File: src/rtl/hilo_mdu_pkg.sv
package hilo_mdu_pkg;

  localparam logic [5:0] FN_MFHI  = 6'h10;
  localparam logic [5:0] FN_MTHI  = 6'h11;
  localparam logic [5:0] FN_MFLO  = 6'h12;
  localparam logic [5:0] FN_MTLO  = 6'h13;
  localparam logic [5:0] FN_MULT  = 6'h18;
  localparam logic [5:0] FN_MULTU = 6'h19;
  localparam logic [5:0] FN_DIV   = 6'h1A;
  localparam logic [5:0] FN_DIVU  = 6'h1B;

  typedef enum logic [1:0] {
    ST_IDLE,
    ST_RUN,
    ST_FIX
  } mduState_e;

  // strobes from control to datapath
  typedef struct packed {
    logic loadDiv;
    logic stepDiv;
    logic finishDiv;
    logic writeMul;
    logic writeHi;
    logic writeLo;
    logic signedOp;
  } mduCtl_t;

endpackage

File: src/rtl/hilo_div_core.sv
module hilo_div_core #(
  parameter int W = 32
) (
  input  logic         clk,
  input  logic         rst_n,
  input  logic         loadDiv,
  input  logic         stepDiv,
  input  logic         signedOp,
  input  logic [W-1:0] dividendIn,
  input  logic [W-1:0] divisorIn,
  output logic [W-1:0] quotOut,
  output logic [W-1:0] remOut
);

  localparam logic [W-1:0] ONE  = W'(1);
  localparam logic [W-1:0] ONES = '1;

  logic [W-1:0] remReg, quoReg, divisorMag, dividendRaw;
  logic         negQuo, negRem, divZero;

  logic [W-1:0] aMag, bMag;
  logic [W:0]   shifted, trial;

  always_comb begin
    aMag    = (signedOp && dividendIn[W-1]) ? (~dividendIn + ONE) : dividendIn;
    bMag    = (signedOp && divisorIn[W-1])  ? (~divisorIn + ONE)  : divisorIn;
    shifted = {remReg, quoReg[W-1]};
    trial   = shifted - {1'b0, divisorMag};
  end

  always_ff @(posedge clk) begin
    if (!rst_n) begin
      remReg      <= '0;
      quoReg      <= '0;
      divisorMag  <= '0;
      dividendRaw <= '0;
      negQuo      <= 1'b0;
      negRem      <= 1'b0;
      divZero     <= 1'b1;
    end else if (loadDiv) begin
      remReg      <= '0;
      quoReg      <= aMag;
      divisorMag  <= bMag;
      dividendRaw <= dividendIn;
      negQuo      <= signedOp && (dividendIn[W-1] ^ divisorIn[W-1]);
      negRem      <= signedOp && dividendIn[W-1];
      divZero     <= (divisorIn == '0);
    end else if (stepDiv) begin
      if (!trial[W]) begin
        remReg <= trial[W-1:0];
        quoReg <= {quoReg[W-2:0], 1'b1};
      end else begin
        remReg <= shifted[W-1:0];
        quoReg <= {quoReg[W-2:0], 1'b0};
      end
    end
  end

  always_comb begin
    if (divZero) begin
      quotOut = ONES;
      remOut  = dividendRaw;
    end else begin
      quotOut = negQuo ? (~quoReg + ONE) : quoReg;
      remOut  = negRem ? (~remReg + ONE) : remReg;
    end
  end

  // partial remainder always stays below the divisor magnitude
  p_rem_below_divisor_r4: assert property (@(posedge clk) disable iff (!rst_n)
    (!divZero) |-> (remReg < divisorMag));

endmodule

File: src/rtl/hilo_mdu_ctrl.sv
module hilo_mdu_ctrl
  import hilo_mdu_pkg::*;
#(
  parameter int W = 32
) (
  input  logic       clk,
  input  logic       rst_n,
  input  logic       opStart,
  input  logic [5:0] opFunct,
  output mduCtl_t    ctl,
  output logic       readHiSel,
  output logic       readValid,
  output logic       stall,
  output logic       busy,
  output logic       done
);

  localparam int CNT_W = (W > 2) ? $clog2(W) : 1;
  localparam logic [CNT_W-1:0] LAST = CNT_W'(W - 1);

  mduState_e        state;
  logic [CNT_W-1:0] stepCnt;
  logic             accept, isMoveFrom;

  always_comb begin
    accept     = opStart && (state == ST_IDLE);
    isMoveFrom = (opFunct == FN_MFHI) || (opFunct == FN_MFLO);
    busy       = (state != ST_IDLE);
    readHiSel  = (opFunct == FN_MFHI);
    readValid  = opStart && isMoveFrom && !busy;
    stall      = opStart && isMoveFrom && busy;

    ctl.signedOp  = (opFunct == FN_MULT) || (opFunct == FN_DIV);
    ctl.writeMul  = accept && ((opFunct == FN_MULT) || (opFunct == FN_MULTU));
    ctl.loadDiv   = accept && ((opFunct == FN_DIV) || (opFunct == FN_DIVU));
    ctl.writeHi   = accept && (opFunct == FN_MTHI);
    ctl.writeLo   = accept && (opFunct == FN_MTLO);
    ctl.stepDiv   = (state == ST_RUN);
    ctl.finishDiv = (state == ST_FIX);
  end

  always_ff @(posedge clk) begin
    if (!rst_n) begin
      state   <= ST_IDLE;
      stepCnt <= '0;
      done    <= 1'b0;
    end else begin
      done <= ctl.writeMul || ctl.finishDiv;
      unique case (state)
        ST_IDLE: begin
          if (ctl.loadDiv) begin
            state   <= ST_RUN;
            stepCnt <= '0;
          end
        end
        ST_RUN: begin
          stepCnt <= stepCnt + CNT_W'(1);
          if (stepCnt == LAST) state <= ST_FIX;
        end
        ST_FIX:  state <= ST_IDLE;
        default: state <= ST_IDLE;
      endcase
    end
  end

  // completion pulse never overlaps a running divide
  p_done_while_idle_r7: assert property (@(posedge clk) disable iff (!rst_n)
    done |-> !busy);

  // busy only ever starts from a request
  p_busy_from_start_r7: assert property (@(posedge clk) disable iff (!rst_n)
    $rose(busy) |-> $past(opStart));

  // the fix-up cycle always follows the iteration phase
  p_fix_after_run_r7: assert property (@(posedge clk) disable iff (!rst_n)
    (state == ST_FIX) |-> ($past(state) == ST_RUN));

endmodule

File: src/rtl/hilo_mdu_dpath.sv
module hilo_mdu_dpath
  import hilo_mdu_pkg::*;
#(
  parameter int W = 32
) (
  input  logic         clk,
  input  logic         rst_n,
  input  mduCtl_t      ctl,
  input  logic         readHiSel,
  input  logic [W-1:0] rsVal,
  input  logic [W-1:0] rtVal,
  output logic [W-1:0] readVal
);

  localparam int PW = 2 * W;

  logic [W-1:0]  hiReg, loReg;
  logic [W-1:0]  quotVal, remVal;
  logic [PW-1:0] prodSel;

  hilo_div_core #(.W(W)) u_div (
    .clk        (clk),
    .rst_n      (rst_n),
    .loadDiv    (ctl.loadDiv),
    .stepDiv    (ctl.stepDiv),
    .signedOp   (ctl.signedOp),
    .dividendIn (rsVal),
    .divisorIn  (rtVal),
    .quotOut    (quotVal),
    .remOut     (remVal)
  );

  // operands widened by sign or zero per request, one product either way
  always_comb begin
    logic [PW-1:0] aExt, bExt;
    aExt    = {{W{ctl.signedOp & rsVal[W-1]}}, rsVal};
    bExt    = {{W{ctl.signedOp & rtVal[W-1]}}, rtVal};
    prodSel = aExt * bExt;
  end

  always_ff @(posedge clk) begin
    if (!rst_n) begin
      hiReg <= '0;
      loReg <= '0;
    end else begin
      if (ctl.writeMul) begin
        hiReg <= prodSel[PW-1:W];
        loReg <= prodSel[W-1:0];
      end
      if (ctl.finishDiv) begin
        hiReg <= remVal;
        loReg <= quotVal;
      end
      if (ctl.writeHi) hiReg <= rsVal;
      if (ctl.writeLo) loReg <= rsVal;
    end
  end

  assign readVal = readHiSel ? hiReg : loReg;

  // iterations leave the visible pair untouched
  p_step_holds_pair_r10: assert property (@(posedge clk) disable iff (!rst_n)
    ctl.stepDiv |=> ($stable(hiReg) && $stable(loReg)));

  // a move into HI leaves LO alone, and the reverse
  p_move_hi_keeps_lo_r8: assert property (@(posedge clk) disable iff (!rst_n)
    ctl.writeHi |=> $stable(loReg));
  p_move_lo_keeps_hi_r8: assert property (@(posedge clk) disable iff (!rst_n)
    ctl.writeLo |=> $stable(hiReg));

endmodule

File: src/rtl/hilo_mdu.sv
module hilo_mdu
  import hilo_mdu_pkg::*;
#(
  parameter int DATA_W = 32
) (
  input  logic              clk,
  input  logic              rst_n,
  input  logic              opStart,
  input  logic [5:0]        opFunct,
  input  logic [DATA_W-1:0] rsVal,
  input  logic [DATA_W-1:0] rtVal,
  output logic [DATA_W-1:0] readVal,
  output logic              readValid,
  output logic              stall,
  output logic              busy,
  output logic              done
);

  mduCtl_t ctl;
  logic    readHiSel;

  hilo_mdu_ctrl #(.W(DATA_W)) u_ctrl (
    .clk       (clk),
    .rst_n     (rst_n),
    .opStart   (opStart),
    .opFunct   (opFunct),
    .ctl       (ctl),
    .readHiSel (readHiSel),
    .readValid (readValid),
    .stall     (stall),
    .busy      (busy),
    .done      (done)
  );

  hilo_mdu_dpath #(.W(DATA_W)) u_dpath (
    .clk       (clk),
    .rst_n     (rst_n),
    .ctl       (ctl),
    .readHiSel (readHiSel),
    .rsVal     (rsVal),
    .rtVal     (rtVal),
    .readVal   (readVal)
  );

  // a move-from request is either served or stalled, never both
  p_read_or_stall_r9: assert property (@(posedge clk) disable iff (!rst_n)
    !(readValid && stall));

endmodule

File: config.mk
export PLATFORM = sky130hd
export DESIGN_NAME = hilo_mdu
export DESIGN_NICKNAME = d
export VERILOG_FILES = /design/src/rtl/hilo_mdu_pkg.sv /design/src/rtl/hilo_div_core.sv /design/src/rtl/hilo_mdu_ctrl.sv /design/src/rtl/hilo_mdu_dpath.sv /design/src/rtl/hilo_mdu.sv
export SDC_FILE = /design/constraint.sdc
export NUM_CORES = 2
export LEC_CHECK = 0
export ABC_AREA = 1
export BUFFER_PORTS_ARGS = -buffer_cell sky130_fd_sc_hd__buf_4
export CAP_MARGIN = 25
export CORE_AREA = 2 2 252 440
export CTS_CLUSTER_SIZE = 24
export DETAILED_ROUTE_END_ITERATION = 8
export DIE_AREA = 0 0 254 442
export PLACE_DENSITY_LB_ADDON = 0.15
export SLEW_MARGIN = 15
export SYNTH_ARGS = -nofsm -noshare
export SYNTH_HDL_FRONTEND = slang
export SYNTH_SLANG_ARGS = --single-unit
export TNS_END_PERCENT = 30
File: constraint.sdc
create_clock -name clk -period 10.3 [get_ports clk]
set_clock_uncertainty 0.2 [all_clocks]
set_input_delay 0.515 -clock clk [delete_from_list [all_inputs] [get_ports clk]]
set_output_delay 0.515 -clock clk [all_outputs]
set_load 0.05 [all_outputs]
==> out/qor.txt <==
==================================================================================================
Status                                                                                   completed
Critical path launch point                                                              opFunct[5]
Setup violation total in the final timing report                                                 0
RD Place Congestion                                                                           1.04
Number of gates resized after cts                                                                0
Headroom to the max-slew limit                                                               0.319
Worst path depth                                                                                31
Total Routed Length                                                                   203000 microns
Area inside the core boundary                                                         109000 sq um
Number of enable flip-flop cells after synthesis                                                 0
Boundary Pins                                                                                  109
Final number of max-transition violations                                                        0
Clock transition time at the flip-flop clock pins of the worst setup and hold paths        0.07 ns
Startpoint class of the critical path                                                 primary input
Critical path endpoint category                                                               flop
Final hold viol count                                                                            0
Number of warning messages in the yosys log                                                      0
WS Path Type                                                                             in -> reg
Arrival time worst endpoint                                                                9.46 ns
Clock tree from TritonCTS                                                                      yes
Worst hold slack across all endpoints                                                     0.147 ns
Bufs on Longest Clock Path                                                                       3
Synth Register Bits                                                                            203
Highest clock frequency the design can meet                                              0.109 GHz
Clock H-tree levels                                                                              1
Top delay family on crit path                                                          adder cells
Floorplan row count                                                                            160
Detail-routed net length per standard cell                                            24.0 microns
Average instance area after synthesis                                                   7.51 sq um
Worst path required time                                                                  10.61 ns
Iteration-0 DRC Markers                                                                       3456
Buffers & Inverters on Critical Path                                                             9
Pin count of the biggest net entering global routing                                            77
Iteration count of the initial detailed-routing pass                                             7
Gr usage total                                                                               0.371
Synthesized instance count                                                                    7194
Number of cells after detailed placement                                                      8431
Crit path max fanout                                                                            17
Detail-routed via count per cell                                                              5.59
Drt drc                                                                                          0
Most common flop cell mapped by yosys                                                      dfxtp_1
Finished Layout Cells                                                                         8472
Hold_buf cts                                                                                     0
Count of input and output buffers                                                              108
Total global routing overflow                                                                    0
Distinct cells, synth                                                                           65
Die Y                                                                                  442 microns
Fraction of synthesis flops using an asynchronous set or reset pin                               0
Mapped Nets                                                                                   8644
Kind of path behind the tightest hold check                                              in -> reg
Clock Sinks                                                                                    203
Effective utilization at floorplan                                                           0.498
Crit path top cell by count                                                                   fa_1
HPWL reported at the end of detailed placement                                        163000 microns
Post-layout util                                                                             0.519
Setup Total Neg Slack                                                                         0 ns
Fraction of layout cells with a size suffix above 1                                         0.0432
Max-Cap Viols                                                                                    0
Width of the chip                                                                      254 microns
Root buffer cell                                                                         clkbuf_16
Library cell occupying the most area in the post-synthesis netlist                            fa_1
# Post-CTS Setup Buffers                                                                         0
CTS buffer count                                                                                22
Final cycle utilization of the critical path                                                 0.888
Measured slew at the worst slew-check pin                                                  1.01 ns
Vias in the first global route                                                               51100
Number of antenna violations at the first check in global routing                                9
Unrepaired setup endpoints after global routing                                                 no
Worst-Skew Late Latency                                                                    0.59 ns
Number of nets in the final layout                                                            8448
Residual antenna-violating net count after detailed routing                                      0
Fraction of the yosys area taken by sequential cells                                        0.0752
CP max stage cell                                                                             fa_1
Number of fillers in the final layout                                                        10900
Area growth syn-to-layout                                                                    4.17%
Stage delay of the slowest cell on the critical path                                       0.58 ns
Largest cells by area after synthesis                                                 fa_1 (42%), inv_1 (13%), nand2_1 (12%)
Fin crit period                                                                            9.15 ns
Die footprint                                                                         112000 sq um
Worst setup endpoint                                                                  u_dpath.hiReg[5]$_SDFFE_PN0P_
Routed via count                                                                             47400
Combined area of all synthesized cells                                                 54000 sq um
Startpoint of the worst register-to-register path                                     u_ctrl.state[0]$_SDFFE_PN0P_
Worst Reg2Reg Path Length in Cells                                                              10
First-pass GRT wire length                                                            308000 microns
Synth top area share                                                                         0.417
Worst reg2reg path endpoint                                                           u_dpath.hiReg[18]$_SDFFE_PN0P_
Reg-to-reg setup timing slack                                                              6.33 ns
==================================================================================================
==> flip-flops by register name, summed over array words and instances (netlist names) <==
| name | count |
|---|---|
| u_dpath.hiReg | 32 |
| u_dpath.loReg | 32 |
| u_ctrl.state | 2 |
| u_dpath.u_div.quoReg | 32 |
| u_dpath.u_div.dividendRaw | 32 |
| u_dpath.u_div.remReg | 32 |
| u_dpath.u_div.negQuo | 1 |
| u_ctrl.done | 1 |
| u_ctrl.stepCnt | 5 |
| u_dpath.u_div.divZero | 1 |
| u_dpath.u_div.negRem | 1 |
| u_dpath.u_div.divisorMag | 32 |
==> synthesized netlist by cell type (31+ instances only) <==
library cell,n
inv_1,1843
nand2_1,1676
fa_1,1126
nor2_1,391
a21oi_1,319
ha_1,251
clkbuf_1,250
nand3_1,224
o21ai_0,215
dfxtp_1,203
buf_1,88
xor2_1,73
o221ai_1,61
nand4_1,40
a31oi_1,35
o21ai_1,32
nor3_1,31
==> layout make-up <==
type,instances,area (sq um),share of cell area
flip-flops and latches,203,4060,0.0722
inverters,1872,7030,0.125
repair buffers,154,1180,0.0210
clock buffers,30,621,0.0110
well taps,1458,1820,0.0324
clock inverters,8,76.3,0.00136
multi-input cells,4745,41500,0.737
diodes,2,5.00,0.0000889
==> cell usage in the layout, fill, tap and decap left out, types with 9 or more instances in the layout <==
cell type	instances
nor3_1	31
o221ai_1	61
fa_1	1126
ha_1	251
nand2_2	9
nand3_2	10
o21ai_1	32
nand2_1	1675
o21bai_1	16
buf_4	151
o211ai_1	21
inv_2	20
o22ai_1	29
a211oi_1	13
xnor2_1	24
nand3_1	223
dfxtp_1	203
o21ai_0	215
inv_1	1843
a31oi_1	35
nand4_1	40
xor2_1	73
nor2_2	10
nand3b_1	10
a21oi_1	318
mux2_2	24
nor2_1	389
clkbuf_16	22
nor4_1	11
==> kinds of logic after synthesis <==
kind of cell	Yosys count	synth area share
multiplexers	24	0.00500
buffers and inverters	2246	0.157
AND/OR/NAND/NOR	2443	0.185
AO/OA/AOI/OAI	804	0.0867
flip-flops	203	0.0752
adder cells (fa/ha/maj)	1377	0.475
XOR/XNOR	97	0.0157
==> worst min-delay path by stage <==
stage | start | endpoint | slack, ns | depth (start not counted)
3_3_place_gp | u_dpath.u_div.dividendRaw[15]$_SDFFE_PN0P_ | u_dpath.u_div.dividendRaw[15]$_SDFFE_PN0P_ | 0.24 | 2
2_1_floorplan | u_dpath.u_div.divisorMag[24]$_SDFFE_PN0P_ | u_dpath.u_div.divisorMag[24]$_SDFFE_PN0P_ | 0.22 | 2
5_1_grt | rst_n | u_dpath.loReg[4]$_SDFFE_PN0P_ | 0.16 | 3
3_5_place_dp | u_dpath.u_div.dividendRaw[15]$_SDFFE_PN0P_ | u_dpath.u_div.dividendRaw[15]$_SDFFE_PN0P_ | 0.25 | 2
4_1_cts | rst_n | u_dpath.loReg[4]$_SDFFE_PN0P_ | 0.12 | 3
6_report | rst_n | u_dpath.u_div.dividendRaw[15]$_SDFFE_PN0P_ | 0.15 | 3
==> per-stage QoR <==
stage	worst slack (ns)	cell area, sq um
2_1_floorplan	2.40	54000
3_3_place_gp	0.693	55500
3_5_place_dp	0.805	55600
4_1_cts	1.36	56300
5_1_grt	0.905	56300
6_report	1.15	56300
==> per-layer routing <==
| metal | vias up | share of wire | GRT usage | wire (microns) |
|---|---|---|---|---|
| li1 | 20800 | - | - | - |
| met1 | 23800 | 0.33 | 0.393 | 66600 |
| met2 | 1972 | 0.52 | 0.674 | 106000 |
| met3 | 743 | 0.060 | 0.0388 | 12100 |
| met4 | 0 | 0.092 | 0.272 | 18600 |
| met5 | - | 0 | 0 | 0 |
==> worst reg2reg max path, cell delays in order, from the launching register on <==
cell	delay (ns)
dfxtp_1	0.34
nor2_1	0.50
nand2_1	0.21
nor3_2	0.28
a21oi_2	0.08
buf_4	0.26
inv_2	0.49
nor2_2	0.27
inv_2	0.65
o221ai_1	0.36
a21oi_1	0.22
Power is left out: the tool's default activity adds up to more than one toggle a clock period on the data nets, which glitch-free logic cannot reach.
